===== src/rtl/crit_load_tracker.sv =====
module crit_load_tracker #(
  parameter int WIN     = 8,
  parameter int SLOTS   = 4,
  parameter int NREG    = 8,
  parameter int PCW     = 32,
  parameter int DICW    = 32,
  parameter int SIZE_TH = 5,
  parameter int DIST_TH = 12
) (
  input  logic                    clk,
  input  logic                    rst_n,
  input  logic                    in_valid,
  input  logic                    in_dst_en,
  input  logic [$clog2(NREG)-1:0] in_dst,
  input  logic                    in_src0_en,
  input  logic [$clog2(NREG)-1:0] in_src0,
  input  logic                    in_src1_en,
  input  logic [$clog2(NREG)-1:0] in_src1,
  input  logic                    in_load,
  input  logic                    in_branch,
  input  logic                    in_mispred,
  input  logic [PCW-1:0]          in_pc,
  input  logic [DICW-1:0]         in_dic,
  output logic [SLOTS-1:0]        out_valid,
  output logic [SLOTS*PCW-1:0]    out_pc,
  output logic [SLOTS-1:0]        out_crit
);
  localparam int WW = (WIN > 1) ? $clog2(WIN) : 1;
  localparam int SW = (SLOTS > 1) ? $clog2(SLOTS) : 1;
  localparam int CW = $clog2(SIZE_TH + 2);
  localparam logic [CW-1:0]   SZ_LIM   = CW'(SIZE_TH);
  localparam logic [DICW-1:0] DIST_LIM = DICW'(DIST_TH);

  logic [WW-1:0]       wp;
  logic [WIN-1:0]      occ;
  logic [SLOTS-1:0]    mem [WIN];
  logic [NREG-1:0]     tv;
  logic [WW-1:0]       tag [NREG];
  logic [SLOTS-1:0]    act, mis;
  logic [SLOTS-1:0][CW-1:0]   cnt;
  logic [SLOTS-1:0][WW-1:0]   last;
  logic [SLOTS-1:0][DICW-1:0] head;
  logic [SLOTS-1:0][PCW-1:0]  spc;

  logic                     depart, hit0, hit1, any_free, force_ev;
  logic [SLOTS-1:0]         joins, ripe, crit, free, done, newbit;
  logic [SLOTS-1:0][CW-1:0] cnt_n;
  logic [SLOTS-1:0]         mis_n;
  logic [SW-1:0]            ai, vi;
  logic [DICW-1:0]          best, age;

  assign depart = occ[wp];
  assign hit0   = in_src0_en && tv[in_src0] && !(depart && tag[in_src0] == wp);
  assign hit1   = in_src1_en && tv[in_src1] && !(depart && tag[in_src1] == wp);
  assign joins  = ((hit0 ? mem[tag[in_src0]] : '0) | (hit1 ? mem[tag[in_src1]] : '0)) & act;

  always_comb begin
    for (int s = 0; s < SLOTS; s++) begin
      cnt_n[s] = cnt[s] + CW'(joins[s]);
      mis_n[s] = mis[s] | (joins[s] & in_branch & in_mispred);
      ripe[s]  = act[s] && ((cnt_n[s] > SZ_LIM) ||
                            (depart && !joins[s] && last[s] == wp) ||
                            ((in_dic - head[s]) > DIST_LIM));
      crit[s]  = mis_n[s] || (cnt_n[s] > SZ_LIM);
    end
  end

  assign free = ~act | ripe;
  assign any_free = |free;

  always_comb begin
    ai = '0;
    for (int s = SLOTS - 1; s >= 0; s--)
      if (free[s]) ai = SW'(s);
    vi = '0;
    best = '0;
    for (int s = 0; s < SLOTS; s++) begin
      age = in_dic - head[s];
      if (act[s] && age >= best) begin
        best = age;
        vi = SW'(s);
      end
    end
  end

  assign force_ev = in_load && !any_free;
  assign done     = ripe | (force_ev ? (SLOTS'(1) << vi) : '0);
  assign newbit   = in_load ? (SLOTS'(1) << (any_free ? ai : vi)) : '0;

  always_ff @(posedge clk) begin
    if (!rst_n) begin
      wp <= '0;
      occ <= '0;
      tv <= '0;
      act <= '0;
      mis <= '0;
      out_valid <= '0;
      out_crit <= '0;
      out_pc <= '0;
      for (int j = 0; j < WIN; j++) mem[j] <= '0;
    end else begin
      out_valid <= in_valid ? done : '0;
      out_crit  <= in_valid ? (done & crit) : '0;
      if (in_valid) begin
        for (int s = 0; s < SLOTS; s++)
          if (done[s]) out_pc[s*PCW +: PCW] <= spc[s];
        for (int j = 0; j < WIN; j++) mem[j] <= mem[j] & ~done;
        mem[wp] <= (joins & ~done) | newbit;
        for (int r = 0; r < NREG; r++)
          if (depart && tag[r] == wp) tv[r] <= 1'b0;
        if (in_dst_en) begin
          tv[in_dst]  <= 1'b1;
          tag[in_dst] <= wp;
        end
        for (int s = 0; s < SLOTS; s++) begin
          if (newbit[s]) begin
            act[s]  <= 1'b1;
            cnt[s]  <= '0;
            mis[s]  <= 1'b0;
            last[s] <= wp;
            head[s] <= in_dic;
            spc[s]  <= in_pc;
          end else if (done[s]) begin
            act[s] <= 1'b0;
          end else if (act[s]) begin
            cnt[s] <= cnt_n[s];
            mis[s] <= mis_n[s];
            if (joins[s]) last[s] <= wp;
          end
        end
        occ[wp] <= 1'b1;
        wp <= (wp == WW'(WIN - 1)) ? '0 : wp + 1'b1;
      end
    end
  end
endmodule


===== config.mk =====
export PLATFORM = sky130hd
export DESIGN_NAME = crit_load_tracker
export DESIGN_NICKNAME = d
export VERILOG_FILES = /design/src/rtl/crit_load_tracker.sv
export SDC_FILE = /design/constraint.sdc
export NUM_CORES = 1
export LEC_CHECK = 0
export BUFFER_PORTS_ARGS = -buffer_cell sky130_fd_sc_hd__buf_2
export CAP_MARGIN = 20
export CELL_PAD_IN_SITES_DETAIL_PLACEMENT = 2
export CELL_PAD_IN_SITES_GLOBAL_PLACEMENT = 2
export CORE_ASPECT_RATIO = 0.5
export CORE_MARGIN = 4
export CORE_UTILIZATION = 36
export CTS_CLUSTER_DIAMETER = 200
export CTS_CLUSTER_SIZE = 24
export DETAILED_ROUTE_END_ITERATION = 6
export PLACE_DENSITY = 0.87
export SLEW_MARGIN = 20
export SYNTH_ARGS = -nofsm -noshare
export SYNTH_HDL_FRONTEND = slang
export SYNTH_SLANG_ARGS = --single-unit

===== constraint.sdc =====
create_clock -name clk -period 12.67 [get_ports clk]
set_input_delay 0.6335 -clock clk [delete_from_list [all_inputs] [get_ports clk]]
set_output_delay 0.6335 -clock clk [all_outputs]
set_load 0.005 [all_outputs]

======== Word level (Yosys, flattened, before mapping) ========
Memory sizes are Yosys's and may differ from the RTL's.
Index checks and enable logic that the tools add are counted.
cells by class
  $add $sub $neg .......................... 9
  $lt $le $gt $ge ......................... 18
  equal/unequal tests ..................... 19
  shift operators ......................... 2
  mux-type cells .......................... 111
  bitwise logic cells ..................... 39
  reductions and logical operators ........ 90
operator list
  kind                                                                               count
  32-bit by 4-bit greater-than comparator with 1-bit output (second input constant)  4
  32-bit subtractor                                                                  4
  32-bit >= comparator                                                               3
  32-bit two-way mux                                                                 3
  3-bit two-way mux                                                                  25
  1-bit two-way mux                                                                  58
  4-bit two-way mux                                                                  12
  4-bit AND                                                                          11
  3-bit == test                                                                      14
  1-bit logical AND                                                                  33
  32-bit by 1-bit >= comparator with 1-bit output (second input constant)            1
  3-bit AND reduction                                                                8
  2-bit nonzero test                                                                 12
  5-bit AND reduction                                                                4
  2-bit AND reduction                                                                9
  3-bit by 4-bit less-than comparator with 1-bit output (second input constant)      4
  4-bit bitwise OR                                                                   4
  8-bit bitwise OR                                                                   2
  4-bit AND reduction                                                                4
  2-bit two-way mux                                                                  7
  3-bit by 1-bit adder with 3-bit output                                             4
  3-bit greater-than comparator (second input constant)                              4
  1-bit logical OR                                                                   12
  1-bit bitwise OR                                                                   12
  12 further kinds                                                                   34
word-level totals
  flip-flop bits (word level) ............. 443
  bits in writable memories ............... 56
  input bits .............................. 82
  output and inout port bits .............. 136
  word-level logic and storage cells ...... 323
  memories ................................ 2
memories
  memory  depth  width  read ports  clocked after memory_dff  wr ports  line  source
  mem     8      4      10          0                         9         36    logic [SLOTS-1:0] mem [WIN];
  tag     8      3      10          0                         1         38    logic [WW-1:0] tag [NREG];

======== Depth between registers and ports, before layout ========
  depth after elaboration ................. 24
  gate-level depth with buffers ........... 52
  gate-level depth less buffers ........... 45

======== Worst setup path before layout ========
OpenSTA, ideal clock, no wires.
  path kind ............................... input to register
  start point ............................. input in_dic[0]
  end point ............................... register head[0] (netlist bit) (enable)
  setup time .............................. 0.487 ns
  arrival time ............................ 12.642 ns
  slack ................................... -0.459 ns
  stages on the path ...................... 48
  cells stage by stage .................... inv_1 ha_1 inv_1 fa_1 a21o_1 a311o_1 a41oi_1 a31oi_1 o22ai_1 xor2_1 inv_1 ha_1 a21o_1 a21o_1 a21oi_1 nor2b_1 o21ai_0 a21oi_1 (+12 left out) nand2b_1 clkbuf_1 buf_1 nand2_1 o21ai_0 ha_1 a21o_1 a21o_1 a211o_1 o211ai_1 a21oi_1 o21ai_0 o2111ai_1 nor4_1 nand2b_1 nor4_1 nor2_1 nor2_1
on the way
  word-level cells in the longest chain between the ends .. 17
  elaborated cells between the ends (all ways) .. 40
ends and longest elaborated chain
  what                                             line    source
  start, declared                                  23      input logic [DICW-1:0] in_dic,
  32-bit subtractor                                63, 78
  32-bit by 1-bit >= comparator with 1-bit output  79      if (act[s] && age >= best) begin
  1-bit logical AND                                79
  32-bit two-way mux                               79
  32-bit >= comparator                             79
  1-bit logical AND                                79
  32-bit two-way mux                               79
  32-bit >= comparator                             79
  1-bit logical AND                                79
  32-bit two-way mux                               79
  32-bit >= comparator                             79
  1-bit logical AND                                79
  2-bit two-way mux                                79
  2-bit two-way mux *                              88      assign newbit = in_load ? (SLOTS'(1) << (any_free ? ai : vi)) : '0;
  1-bit by 2-bit << shifter with 4-bit output *    88
  4-bit two-way mux *                              88
  3-bit AND reduction (no line) *                  n/a
  end signal, assigned by index                    121     head[s] <= in_dic;
  end, declared                                    42      logic [SLOTS-1:0][DICW-1:0] head;
Mark *: on every way between the ends. The rest lies on a longest branch, timed or not.
A chain may end at the register's enable or synchronous reset.

======== Worst setup path in the final report ========
  start point ............................. register head[32] (netlist bit)
  end point ............................... register spc[14] (netlist bit) (enable)
on the way
  word-level cells in the longest chain between the ends .. 14
  elaborated cells between the ends (all ways) .. 23
ends and longest elaborated chain
  what                                           line    source
  32-bit subtractor *                            63, 78
  32-bit >= comparator                           79
  1-bit logical AND                              79
  32-bit two-way mux                             79
  32-bit >= comparator                           79
  1-bit logical AND                              79
  32-bit two-way mux                             79
  32-bit >= comparator                           79
  1-bit logical AND                              79
  2-bit two-way mux                              79
  2-bit two-way mux *                            88
  1-bit by 2-bit << shifter with 4-bit output *  88
  4-bit two-way mux *                            88
  3-bit AND reduction (no line) *                n/a
  end signal, assigned by index                  122     spc[s] <= in_pc;
  end, declared                                  43      logic [SLOTS-1:0][PCW-1:0] spc;
Marked as above.

==> flow_metrics.py <==
metrics = {
    "status": {
        "run_status": "finished, final reports clean",
    },
    "timing": {
        "skew_ps": 43.11,
        "worst_slew_pin_slew_ps": 1049,
        "rsz0062_at_grt": "false",
        "min_period_ps": 11800,
        "period_share_pct": 93.12,
        "fin_tns_setup_ps": 0,
        "final-hold-violation-count": 0,
        "slew-limit-headroom_pct": 30.10,
        "maxSlewViolCount": 0,
        "setup_viol": 0,
        "fmax_ghz": 0.08476,
    },
    "clocking": {
        "cts_root_buf": "clkbuf_16",
        "cts-buffers-inserted": 24,
        "path_clk_slew_ps": 120,
        "htree_levels": 1,
        "clock_path_buffers": 3,
        "clk_latency_ps": 660,
        "tritoncts": "built",
        "cts_hold_buf": 0,
        "cts.sinks": 499,
    },
    "min_path": {
        "min_path_type": "primary input to flop",
        "holdPathEnd": "spc[53]$_DFFE_PP_",
        "holdPathStages": 1,
        "hp-start": "in_pc[21]",
    },
    "routing": {
        "detail-route-antenna-nets": 0,
        "vias_per_cell": 6.244,
        "drt_wl_total_mm": 135.7,
        "firstDrtPassIters": 6,
        "route.detailed.drc": 0,
        "num_vias": 29790,
        "detail_route.wl_per_cell_um": 28.45,
        "drt_iter0_drc": 2487,
    },
    "cells_and_area": {
        "multi_input_area_um2": 17820,
        "drive_above_1_share_pct": 11.77,
        "num-fill-cells": 9695,
        "layout-area-overhead-vs-synth_pct": 10.11,
        "seq_area_um2": 13350,
        "nets": 3885,
        "utilization_pct": 40.33,
    },
    "placed_design": {
        "place.gp.congestion": 0.9286,
        "portBuffers": 217,
        "hpwl_mm": 103.8,
    },
    "synthesis": {
        "yosysTopAreaCell": "edfxtp_1",
        "synth-seq-cells": 499,
        "syn-cell-area_um2": 32610,
        "netlist_instances": 3440,
        "synth_edf_count": 336,
        "syn_nets": 3756,
        "synth_area_leaders": "edfxtp_1, dfxtp_1, ha_1, mux2i_1, nand4_1",
        "synth_top_area_share_pct": 30.95,
        "yosysWarnings": 0,
        "async_flop_share_pct": 0,
        "synth_ff_type": "edfxtp_1",
        "syn_avg_cell_area_um2": 9.478,
        "yosysSeqAreaShare_pct": 40.95,
        "ys_types": 102,
    },
    "critical_path": {
        "ff2ff_setup_slack_ps": 870,
        "path_class": "flop to flop",
        "r2r-end": "spc[14]$_DFFE_PP_",
        "worstSetupEndpointType": "flop",
        "cpMostUsedCell": "a21o_1",
        "cpPeakStageDelay_ps": 550,
        "slowest_stage": "a41oi_1",
        "rr_startpoint": "head[32]$_DFFE_PP_",
        "path_buf_inv": 5,
        "ff2ff_path_depth": 43,
        "critical_path.max_fanout": 29,
        "cp_top_family": "compound AO/OA/AOI/OAI gates",
        "start_kind": "flop",
        "required_ps": 13010,
        "arrival_ps": 12140,
        "cp-startpoint": "head[32]$_DFFE_PP_",
    },
    "global_routing": {
        "grt_max_degree": 102,
        "antenna_found_initial": 6,
        "gr-total-overflow": 0,
        "grt_pass1_vias": 31870,
        "grt.total_usage_pct": 27.42,
        "grt_pass1_wl_mm": 205.0,
    },
    "power_and_ir_drop": {
        "ir_worst_vdd_mv": 0.1054,
        "p_per_area_nw_per_um2": 98.10,
        "leakage_nw": 14.09,
    },
    "floorplan": {
        "core_area_um2": 89020,
        "die_h_um": 220.8,
        "ios": 218,
        "die_x_um": 433.6,
        "rows": 77,
        "start_util_pct": 36.63,
        "dieArea_um2": 95740,
    },
    "job": {
        "drv_cap": 0,
    },
}
[cells in the mapped netlist, types with 9 or more instances]
master	n
edfxtp_1	336
nand2_1	297
nor2_1	236
ha_1	230
nand4_1	212
inv_1	202
a21oi_1	201
dfxtp_1	163
o21ai_0	156
mux2i_1	155
clkbuf_1	149
a21o_1	99
nand3_1	72
xnor2_1	70
nor3_1	64
and2_1	57
a31oi_1	52
nand3b_1	41
or3_1	39
a211oi_1	36
xor2_1	31
and3_1	29
o211ai_1	26
o21a_1	26
nand2b_1	24
nor2b_1	24
nor4_1	23
a211o_1	21
o31ai_1	21
buf_2	19
or2_2	17
or4_1	16
a31o_2	15
a22oi_1	13
mux2_2	13
mux4_2	13
o2111ai_1	12
a21boi_0	11
nor4b_1	10
buf_4	9
nor3b_1	9
o21ai_1	9
o21bai_1	9
o22ai_1	9
[flip-flops by register name, summed over array words and instances, names as in the netlist, 4 cells and up]
signal / count
act: 4
cnt: 12
head: 128
last: 12
mem: 32
mis: 4
occ: 8
out_crit: 4
out_pc: 128
out_valid: 4
spc: 128
tag: 24
tv: 8
[metal layers]
metal | share of wire (%) | global-route usage (%)
met5 | 0.021 | 0
met4 | 2.9 | 7.231
met3 | 7.8 | 5.597
met2 | 46 | 44.93
met1 | 43 | 36.84
[through the flow]
stage          setup WS [ps]  std cells  hold slack (ps)  area (um^2)  total power (W)
2_1_floorplan          144.2       3440            436.1        32610         0.002274
3_3_place_gp           877.8       4724            442.0        35130         0.002526
3_5_place_dp           115.2       4724            451.3        35130         0.002577
4_1_cts                673.9       4766            186.6        35830         0.003517
5_1_grt                110.2       4770            202.3        35900         0.003665
6_report               872.2       4771            224.7        35900         0.003522
[layout by cell type, fill, tap and decap left out, drive strengths merged, types with 73 or more instances in the layout]
cell / Yosys / final
a21o: 99 / 99
a21oi: 202 / 202
buf: 39 / 291
dfxtp: 163 / 163
edfxtp: 336 / 336
ha: 230 / 230
inv: 203 / 204
mux2i: 156 / 156
nand2: 298 / 298
nand3: 73 / 73
nand4: 213 / 213
nor2: 236 / 236
o21ai: 165 / 165
[cell families (layout without fill, tap and decap cells)]
family / count (synthesis) / count (layout) / share of synthesized area [%]
buffers and inverters: 391 / 536 / 4.747
other: 0 / 1 / 0
and+or+nand+nor: 1201 / 1201 / 19.11
muxes: 182 / 182 / 6.174
DFF: 499 / 499 / 40.95
AOI/OAI and AO/OA: 832 / 832 / 17.23
adders and majority gates: 234 / 234 / 9.072
xor gates and xnor gates: 101 / 101 / 2.713
[how the worst max path moves through the flow]
stage                                    endpoint  depth (start not counted)
after CTS                       spc[14]$_DFFE_PP_                         46
after global placement         head[36]$_DFFE_PP_                         48
after detailed placement  out_pc[62]$_SDFFE_PN0P_                         45
after floorplan                head[64]$_DFFE_PP_                         48
final                           spc[14]$_DFFE_PP_                         43
after global routing            spc[14]$_DFFE_PP_                         46
[power breakdown]
part	switching [W]	internal [W]	leakage [nW]
logic	0.000530	0.000263	9.32
clock network	0.000587	0.000366	0.331
registers	0.0000172	0.00176	4.43
[worst reg2reg max path: cells and delay by family, from the launching register on]
family | cells | cell delay, ps
buf+inv | 5 | 950
compound gates | 23 | 5630
flops | 1 | 350
xor+xnor | 1 | 430
fa+ha+maj | 5 | 1600
simple gates | 9 | 2540
[timing repair]
action	4_1_cts	5_1_grt
buffers inserted	0	3
endpoints found under the setup margin	0	224
gates resized for setup	0	4
[cell type report]
type,instances,area share [%]
sequential,499,37.20
clock buffer,40,1.840
inverter,203,2.122
tap,1185,4.130
timing repair buffer,291,4.966
clock inverter,2,0.1011
multi-input combinational,2550,49.64
antenna,1,0.006970
Power figures use the tool's default switching activity.
